$ cat config.mk
export PLATFORM = sky130hd
export DESIGN_NAME = wire3_nvm_slave
export DESIGN_NICKNAME = d
export VERILOG_FILES = /design/src/rtl/nvm_pkg.sv /design/src/rtl/nvm_pin_sync.sv /design/src/rtl/nvm_prog_timer.sv /design/src/rtl/nvm_word_array.sv /design/src/rtl/wire3_nvm_slave.sv
export SDC_FILE = /design/constraint.sdc
export NUM_CORES = 1
export LEC_CHECK = 0
export BUFFER_PORTS_ARGS = -buffer_cell sky130_fd_sc_hd__buf_2
export CAP_MARGIN = 10
export CORE_MARGIN = 5
export CORE_UTILIZATION = 30
export CTS_CLUSTER_SIZE = 20
export DETAILED_ROUTE_END_ITERATION = 10
export PLACE_DENSITY_LB_ADDON = 0.1
export SETUP_SLACK_MARGIN = 0.3
export SLEW_MARGIN = 20
export SYNTH_ARGS = -nofsm -noshare
export SYNTH_HDL_FRONTEND = slang
export SYNTH_SLANG_ARGS = --single-unit
$ cat constraint.sdc
create_clock -name clk -period 2.9 [get_ports clk]
set_clock_uncertainty 0.05 [all_clocks]
set_input_delay 0.87 -clock clk [delete_from_list [all_inputs] [get_ports clk]]
set_output_delay 0.87 -clock clk [all_outputs]
set_load 0.01 [all_outputs]
$ cat src/rtl/nvm_pkg.sv
package nvm_pkg;

    // Opcode field, first two bits after the start bit
    localparam logic [1:0] OP_EXT   = 2'b00;
    localparam logic [1:0] OP_WRITE = 2'b01;
    localparam logic [1:0] OP_READ  = 2'b10;
    localparam logic [1:0] OP_ERASE = 2'b11;

    // Extended functions, taken from the two top address bits
    localparam logic [1:0] SUB_LOCK = 2'b00;
    localparam logic [1:0] SUB_FILL = 2'b01;
    localparam logic [1:0] SUB_WIPE = 2'b10;
    localparam logic [1:0] SUB_OPEN = 2'b11;

    typedef enum logic [2:0] {
        ST_IDLE,
        ST_START,
        ST_HDR,
        ST_READ,
        ST_WDATA,
        ST_STATUS,
        ST_HOLD
    } nvm_state_e;

endpackage

$ cat src/rtl/nvm_pin_sync.sv
module nvm_pin_sync #(
    parameter int W      = 3,
    parameter int STAGES = 2
) (
    input  logic         clk,
    input  logic         rst_n,
    input  logic [W-1:0] pin_i,
    output logic [W-1:0] lvl_o
);
    logic [STAGES-1:0][W-1:0] stg_q;

    always_ff @(posedge clk or negedge rst_n) begin
        if (!rst_n) stg_q <= '0;
        else        stg_q <= {stg_q[STAGES-2:0], pin_i};
    end

    assign lvl_o = stg_q[STAGES-1];
endmodule

$ cat src/rtl/nvm_prog_timer.sv
module nvm_prog_timer #(
    parameter int CYCLES = 2000
) (
    input  logic clk,
    input  logic rst_n,
    input  logic start_i,
    output logic busy_o
);
    localparam int CW = $clog2(CYCLES + 1);

    logic [CW-1:0] left_q;

    always_ff @(posedge clk or negedge rst_n) begin
        if (!rst_n) begin
            busy_o <= 1'b0;
            left_q <= '0;
        end else if (start_i) begin
            busy_o <= 1'b1;
            left_q <= CW'(CYCLES - 1);
        end else if (busy_o) begin
            if (left_q == '0) busy_o <= 1'b0;
            else              left_q <= left_q - 1'b1;
        end
    end
endmodule

$ cat src/rtl/nvm_word_array.sv
module nvm_word_array #(
    parameter int ADDR_W = 6,
    parameter int DATA_W = 16
) (
    input  logic              clk,
    input  logic              rst_n,
    input  logic              we_i,
    input  logic              all_i,
    input  logic [ADDR_W-1:0] waddr_i,
    input  logic [DATA_W-1:0] wdata_i,
    input  logic [ADDR_W-1:0] raddr_i,
    output logic [DATA_W-1:0] rdata_o
);
    localparam int WORDS = 1 << ADDR_W;

    logic [DATA_W-1:0] rd_tab [WORDS];

    for (genvar gi = 0; gi < WORDS; gi++) begin : g_word
        logic [DATA_W-1:0] word_q;
        always_ff @(posedge clk or negedge rst_n) begin
            if (!rst_n)
                word_q <= '1;
            else if (we_i && (all_i || waddr_i == ADDR_W'(gi)))
                word_q <= wdata_i;
        end
        assign rd_tab[gi] = word_q;
    end

    assign rdata_o = rd_tab[raddr_i];
endmodule

$ cat src/rtl/wire3_nvm_slave.sv
module wire3_nvm_slave
    import nvm_pkg::*;
#(
    parameter int ADDR_W      = 6,
    parameter int DATA_W      = 16,
    parameter int PROG_CYCLES = 2000,
    parameter int SYNC_STAGES = 2
) (
    input  logic clk,
    input  logic rst_n,
    input  logic sel_i,
    input  logic sclk_i,
    input  logic sdin_i,
    output logic sdout_o,
    output logic sdout_oe_o
);
    localparam int HDR_W = 2 + ADDR_W;
    localparam int CMAX  = (DATA_W > HDR_W) ? DATA_W : HDR_W;
    localparam int CNT_W = $clog2(CMAX + 1);

    // Pin synchronization and shift-clock edge
    logic [2:0] pin_lvl;
    logic       cs_lvl, sk_lvl, di_lvl, sk_prev_q, sk_rise;

    nvm_pin_sync #(.W(3), .STAGES(SYNC_STAGES)) u_sync (
        .clk   (clk),
        .rst_n (rst_n),
        .pin_i ({sel_i, sclk_i, sdin_i}),
        .lvl_o (pin_lvl)
    );

    assign cs_lvl  = pin_lvl[2];
    assign sk_lvl  = pin_lvl[1];
    assign di_lvl  = pin_lvl[0];
    assign sk_rise = sk_lvl & ~sk_prev_q;

    always_ff @(posedge clk or negedge rst_n) begin
        if (!rst_n) sk_prev_q <= 1'b0;
        else        sk_prev_q <= sk_lvl;
    end

    // State and datapath registers
    nvm_state_e        state_q, state_d;
    logic [CNT_W-1:0]  cnt_q;
    logic [HDR_W-2:0]  hdr_q;
    logic [DATA_W-2:0] wbuf_q;
    logic [DATA_W:0]   shreg_q;
    logic              wen_q;
    logic              go_q, go_all_q;
    logic [ADDR_W-1:0] go_addr_q;
    logic [DATA_W-1:0] go_data_q;
    logic              busy;
    logic              rd_act;
    logic [DATA_W-1:0] rd_word;

    // Header and data decode
    logic [HDR_W-1:0]  hdr_next;
    logic [1:0]        opc, sub;
    logic [ADDR_W-1:0] adr;
    logic [DATA_W-1:0] wdata_next;
    logic              hdr_done, wd_done, takes_data, is_wipe;

    assign hdr_next   = {hdr_q, di_lvl};
    assign opc        = hdr_next[HDR_W-1 -: 2];
    assign adr        = hdr_next[ADDR_W-1:0];
    assign sub        = adr[ADDR_W-1 -: 2];
    assign wdata_next = {wbuf_q, di_lvl};
    assign hdr_done   = (state_q == ST_HDR) && sk_rise && (cnt_q == CNT_W'(HDR_W - 1));
    assign wd_done    = (state_q == ST_WDATA) && sk_rise && (cnt_q == CNT_W'(DATA_W - 1));
    assign takes_data = (opc == OP_WRITE) || (opc == OP_EXT && sub == SUB_FILL);
    assign is_wipe    = (opc == OP_ERASE) || (opc == OP_EXT && sub == SUB_WIPE);

    // Next-state logic
    always_comb begin
        state_d = state_q;
        unique case (state_q)
            ST_IDLE:   if (cs_lvl) state_d = busy ? ST_STATUS : ST_START;
            ST_START:  if (sk_rise && di_lvl) state_d = ST_HDR;
            ST_HDR: begin
                if (hdr_done) begin
                    if (opc == OP_READ)            state_d = ST_READ;
                    else if (takes_data && wen_q)  state_d = ST_WDATA;
                    else                           state_d = ST_HOLD;
                end
            end
            ST_READ:   if (sk_rise && cnt_q == CNT_W'(DATA_W)) state_d = ST_HOLD;
            ST_WDATA:  if (wd_done) state_d = ST_HOLD;
            ST_STATUS: state_d = ST_STATUS;
            ST_HOLD:   state_d = ST_HOLD;
            default:   state_d = ST_IDLE;
        endcase
        if (!cs_lvl) state_d = ST_IDLE;
    end

    // State register
    always_ff @(posedge clk or negedge rst_n) begin
        if (!rst_n) state_q <= ST_IDLE;
        else        state_q <= state_d;
    end

    // Datapath and output registers
    always_ff @(posedge clk or negedge rst_n) begin
        if (!rst_n) begin
            cnt_q     <= '0;
            hdr_q     <= '0;
            wbuf_q    <= '0;
            shreg_q   <= '0;
            wen_q     <= 1'b0;
            go_q      <= 1'b0;
            go_all_q  <= 1'b0;
            go_addr_q <= '0;
            go_data_q <= '0;
        end else begin
            go_q <= 1'b0;
            unique case (state_q)
                ST_IDLE, ST_START: begin
                    cnt_q <= '0;
                    hdr_q <= '0;
                end
                ST_HDR: begin
                    if (sk_rise) begin
                        hdr_q <= hdr_next[HDR_W-2:0];
                        cnt_q <= cnt_q + 1'b1;
                        if (hdr_done) begin
                            cnt_q     <= '0;
                            go_addr_q <= adr;
                            go_all_q  <= (opc == OP_EXT);
                            shreg_q   <= {1'b0, rd_word};
                            if (is_wipe) begin
                                go_q      <= wen_q;
                                go_data_q <= '1;
                            end
                            if (opc == OP_EXT && sub == SUB_OPEN) wen_q <= 1'b1;
                            if (opc == OP_EXT && sub == SUB_LOCK) wen_q <= 1'b0;
                        end
                    end
                end
                ST_READ: begin
                    if (sk_rise) begin
                        shreg_q <= {shreg_q[DATA_W-1:0], 1'b0};
                        cnt_q   <= cnt_q + 1'b1;
                    end
                end
                ST_WDATA: begin
                    if (sk_rise) begin
                        wbuf_q <= wdata_next[DATA_W-2:0];
                        cnt_q  <= cnt_q + 1'b1;
                        if (wd_done) begin
                            go_q      <= 1'b1;
                            go_data_q <= wdata_next;
                        end
                    end
                end
                default: ;
            endcase
        end
    end

    nvm_prog_timer #(.CYCLES(PROG_CYCLES)) u_timer (
        .clk     (clk),
        .rst_n   (rst_n),
        .start_i (go_q),
        .busy_o  (busy)
    );

    nvm_word_array #(.ADDR_W(ADDR_W), .DATA_W(DATA_W)) u_array (
        .clk     (clk),
        .rst_n   (rst_n),
        .we_i    (go_q),
        .all_i   (go_all_q),
        .waddr_i (go_addr_q),
        .wdata_i (go_data_q),
        .raddr_i (adr),
        .rdata_o (rd_word)
    );

    assign rd_act     = (state_q == ST_READ);
    assign sdout_oe_o = rd_act || (state_q == ST_STATUS);
    assign sdout_o    = (state_q == ST_STATUS) ? ~busy : shreg_q[DATA_W];
endmodule

# After elaboration in Yosys (flattened, before gate mapping)
# Index checks and enable logic that the tools add are counted.
[op_classes]
addsub = 2
order_cmp = 1
n_eq_ne = 90
muxes = 43
bitwise_logic = 4
reduce_logical = 164
[ops]
columns = ["operator", "n"]
rows = [
  ["$eq A6 B6 Y1 const B", 32],
  ["$mux W16", 7],
  ["$bmux W16 S6", 1],
  ["$eq A6 B5 Y1 const B", 16],
  ["$logic_and A1 B1 Y1", 75],
  ["$logic_or A1 B1 Y1", 67],
  ["$mux W17", 3],
  ["$eq A6 B4 Y1 const B", 8],
  ["$pmux W17 S2", 1],
  ["$mux W11", 3],
  ["$pmux W16 S2", 1],
  ["$eq A6 B3 Y1 const B", 4],
  ["$mux W3", 7],
  ["$pmux W3 S7", 1],
  ["$mux W5", 3],
  ["$pmux W5 S3", 1],
  ["$ne A2 B2 Y1 const B", 7],
  ["$pmux W7 S2", 1],
  ["$eq A6 B2 Y1 const B", 2],
  ["$ne A3 B3 Y1 const B", 4],
  ["$reduce_and A4 Y1", 3],
  ["$logic_not A11 Y1", 1],
  ["$mux W1", 11],
  ["$sub A11 B1 Y11 const B", 1],
  ["other kinds (27)", 44],
]
[word_totals]
reg_bits = 1115
out_inout_bits = 2
word_cells = 383

# Depth between registers and ports, before layout
[logic_depth]
word_depth = 9
depth_mapped = 9
mapped_depth_nobuf = 8

# Hierarchy
# A second synthesis with hierarchy kept.
[unflattened]
cells_unflattened = 3465
hier_area_um2 = 53093.4
[modules_own_cells]
columns = ["mod", "n_inst", "cells_per_inst", "area_each_um2", "seq_area_each_um2"]
rows = [
  ["nvm_word_array", 1, 3093, 48724.2, 26905.8],
  ["wire3_nvm_slave", 1, 299, 3540.9, 1826.8],
  ["nvm_prog_timer", 1, 64, 655.6, 300.3],
  ["nvm_pin_sync", 1, 9, 172.7, 150.1],
]

# Least setup slack after synthesis
# No wires, ideal clock.
[synth_timing]
path_kind = "reg2out"
startpoint = "register state_q[2]"
endpoint = "output sdout_o"
t_arrival_ns = 1.237
setup_slack_ns = 0.743
stages_incl_launch_ff = 6
n_path_buf = 2
cell_sequence = "dfrtp_1 > clkbuf_1 > nor2b_1 > clkbuf_1 > nand2_1 > o21ai_0"
[synth_via]
elab_chain_len = 2
[synth_lines]
columns = ["item", "line_no", "rtl"]
rows = [
  ["start: declaration", "wire3_nvm_slave.sv:43", "nvm_state_e state_q, state_d;"],
  ["start signal: assignment", "wire3_nvm_slave.sv:98", "else state_q <= state_d;"],
  ["$eq A3 B3 Y1", "wire3_nvm_slave.sv:179", "assign sdout_o = (state_q == ST_STATUS) ? ~busy : shreg_q[DATA_W];"],
  ["$mux W1", "wire3_nvm_slave.sv:179", ""],
  ["end: declaration", "wire3_nvm_slave.sv:14", "output logic sdout_o,"],
]
# Every way passes these cells.

# Final worst setup path
[layout_timing]
startpoint = "register state_q[1]"
endpoint = "output sdout_oe_o"
[layout_via]
elab_chain_len = 2
word_cells_on_any_way = 3
[layout_lines]
columns = ["item", "line_no", "rtl"]
rows = [
  ["$eq A3 B2 Y1 or $eq A3 B3 Y1 (tied branches)", "wire3_nvm_slave.sv:177, wire3_nvm_slave.sv:178", ""],
  ["$logic_or A1 B1 Y1 (*)", "wire3_nvm_slave.sv:178", "assign sdout_oe_o = rd_act || (state_q == ST_STATUS);"],
  ["end: declaration", "wire3_nvm_slave.sv:15", "output logic sdout_oe_o"],
]
# Mark *: on every way between the ends. The rest lies on a longest branch, timed or not.

==> impl_metrics.env <==
export IMPL_placeableCoreArea_um2=175500
export IMPL_die_y_um=429.5
export IMPL_ios=7
export IMPL_cts_root_to_sink_buffers=3
export IMPL_fin_crit_sh_pct=91.96
export IMPL_syn_mean_instance_area_um2=14.91
export IMPL_cts_tree="done"
export IMPL_ant_nets=0
export IMPL_htreeDepth=4
export IMPL_cp_data_required_time_ns=1.98
export IMPL_hold_class="primary input to register"
export IMPL_clk_pin_slew_ns=0.05
export IMPL_dieArea_um2=184400
export IMPL_whs_ns=0.1665
export IMPL_relSlewSlack_pct=40.83
export IMPL_drt_iter0_markers=1609
export IMPL_cts_buffers=135
export IMPL_synth_cells=3541
export IMPL_drc_errors=0
export IMPL_worst_slack_ns=0.2331
export IMPL_wl_per_cell_um=27.27
export IMPL_crit_fanout=4
export IMPL_status="completed"
export IMPL_reg2reg_slack_ns=0.24
export IMPL_clock_sinks=1115
export IMPL_slew_violations=0
export IMPL_timing_rr_start="u_sync.lvl_o[0]$_DFF_PN0_"
export IMPL_insertion_delay_ns=0.78
export IMPL_placementRows=154
export IMPL_start_util_pct=30.07
export IMPL_cp_startpoint="state_q[1]$_DFFE_PN0P_"
export IMPL_vias_per_cell=5.065
export IMPL_synth_area_um2=52780
export IMPL_pre_cts_ws_ns=-0.04863
export IMPL_place_gp_congestion=0.8205
export IMPL_ys_warn_count=0
export IMPL_grt_overflow_total=0
export IMPL_total_power_uw=35270
export IMPL_highest_layer="met4"
export IMPL_power_density_nw_per_um2=556.9
export IMPL_grt_pass1_vias=34368
export IMPL_nets=3683
export IMPL_endpoint_kind="output port"
export IMPL_worst_pin_slew_ns=0.8876
export IMPL_wirelength_mm=166.9
export IMPL_wl_met2_mm=81.10
export IMPL_fin_area_um2=63330
export IMPL_vias=30999
export IMPL_ir_worst_vdd_v=0.0005783
export IMPL_rr_worst_depth=8
export IMPL_wl_met1_mm=75.83
export IMPL_drtPass1Iterations=5
export IMPL_ys_ff_latch=1115
export IMPL_r2r_end="shreg_q[14]$_DFFE_PN0P_"
export IMPL_grt_max_degree=116
export IMPL_hold_violations=0
export IMPL_netlist_cell_type_count=68
export IMPL_cts_root_buf="clkbuf_16"
export IMPL_met3_length_mm=5.863
export IMPL_utilization_pct=36.08
export IMPL_dp_hpwl_mm=106.8
export IMPL_critical_path_class="register to output port"
export IMPL_layout_common_cells="mux2_2, dfstp_2, buf_4"
export IMPL_p_leak_uw=0.02492
export IMPL_finalCriticalPeriod_ns=2.667
export IMPL_layout_commonest_cell="mux2_2"
export IMPL_timing_fmax_mhz=375.0
export IMPL_grt_usage_pct=18.01
export IMPL_synth_ff_type="dfstp_2"
export IMPL_die_width_um=429.5
export IMPL_cap_violations=0
export IMPL_start_kind="register"
export IMPL_async_flop_share_pct=100.0
export IMPL_synth_fp_nets=3551
export IMPL_arrival_ns=1.75
export IMPL_antenna_found_initial=4
export IMPL_ys_seq_area_share_pct=55.29
export IMPL_synth_edff_count=0
export IMPL_setup_viol=0
export IMPL_io_buffers=6
export IMPL_area_delta_synth_final_pct=19.98
export IMPL_placedInstanceArea_um2=57270
export IMPL_drive_above_1_share_pct=80.93
export IMPL_grt_pass1_wl_mm=246.8
export IMPL_grt_setup_unrepaired="yes"
export IMPL_worstSetupEndpoint="sdout_oe_o"
[worst max-delay path, stage by stage, from the launching register on]
cell and delay [ns]:
dfrtp_2 0.44, nor2b_4 0.14, buf_6 0.11, o21a_1 0.16, buf_2 0.13
[cells by family (layout without fill, tap and decap cells)]
kind of cell,after synthesis,count (layout),synth area share (%)
mux,1374,1374,34.17
flops,1115,1115,55.29
simple gates,384,384,3.634
buf+inv,370,604,3.297
compound gates,285,285,3.354
xor+xnor,8,8,0.1328
fa+ha+maj,5,5,0.1185
other cells,0,5,0
[synth_stat cells (13+ instances only)]
library cell / number / area [um2]
a211oi_1: 27 / 202.7
a21oi_1: 69 / 345.3
a22oi_1: 15 / 112.6
buf_1: 28 / 105.1
buf_2: 152 / 760.7
buf_4: 23 / 172.7
clkbuf_1: 146 / 548.0
dfrtp_1: 91 / 2277
dfstp_2: 1024 / 26910
mux2_2: 1075 / 12110
mux2i_1: 64 / 640.6
mux4_2: 235 / 5293
nand2_1: 105 / 394.1
nand2b_1: 19 / 118.9
nand3_1: 13 / 65.06
nor2_1: 87 / 326.6
nor2b_1: 65 / 406.6
nor3_1: 34 / 170.2
o21ai_0: 72 / 360.4
o21ai_1: 22 / 110.1
o22ai_1: 33 / 206.5
[layer usage]
metal,track usage (%),vias to the layer above
met5,0,-
met4,4.896,0
met3,2.655,214
met2,29.94,580
met1,24.64,16960
li1,-,13245
[per-stage QoR]
stage / std cells / setup TNS [ns]
floorplan: 3541 / 0
global placement: 5820 / -0.05785
detailed placement: 5820 / -0.04863
CTS: 6095 / 0
global route: 6115 / 0
finish: 6120 / 0
[flip-flops by register name, indices dropped and copies added (netlist names)]
signal                 cells
u_array.g_word.word_q   1024
shreg_q                   17
go_data_q                 16
wbuf_q                    15
u_timer.left_q            11
hdr_q                      7
go_addr_q                  6
cnt_q                      5
state_q                    3
u_sync.lvl_o               3
u_sync.stg_q               3
go_all_q                   1
go_q                       1
sk_prev_q                  1
u_timer.busy_o             1
wen_q                      1
[report_power, final]
part           total, uW  switching, uW  internal [uW]  leakage, uW
combinational       1750           1040            713       0.0109
clock              17600           6810          10800      0.00227
sequential         15900            124          15800       0.0117
[cell type report]
cell class                 instances  area [um2]
fill                           16487      112200
sequential                      1115       29220
clock inverter                    29       493.0
tap                             2340        2928
multi-input combinational       2056       22490
timing repair buffer             354        3996
inverter                          11       43.79
antenna                            5       12.51
clock buffer                     210        4146
[worst min path at each step]
stage	to	start	slack [ns]	cells after the start
2_1_floorplan	u_sync.lvl_o[0]$_DFF_PN0_	u_sync.stg_q[0]$_DFF_PN0_	0.28	0
3_3_place_gp	u_sync.lvl_o[1]$_DFF_PN0_	u_sync.stg_q[1]$_DFF_PN0_	0.28	0
3_5_place_dp	u_sync.lvl_o[1]$_DFF_PN0_	u_sync.stg_q[1]$_DFF_PN0_	0.29	0
4_1_cts	u_sync.stg_q[1]$_DFF_PN0_	sclk_i	0.07	1
5_1_grt	u_sync.stg_q[2]$_DFF_PN0_	sel_i	0.12	1
6_report	u_sync.stg_q[1]$_DFF_PN0_	sclk_i	0.17	1
[repair_timing]
item                                    CTS  global route
endpoints found under the setup margin   17            20
hold buffers                              1             0
hold endpoints to repair                 29             0
resized for setup                       100            50
buffers inserted                         27            17
pin swaps                                13            17
cloned                                    8             3
Power figures use the tool's default switching activity.
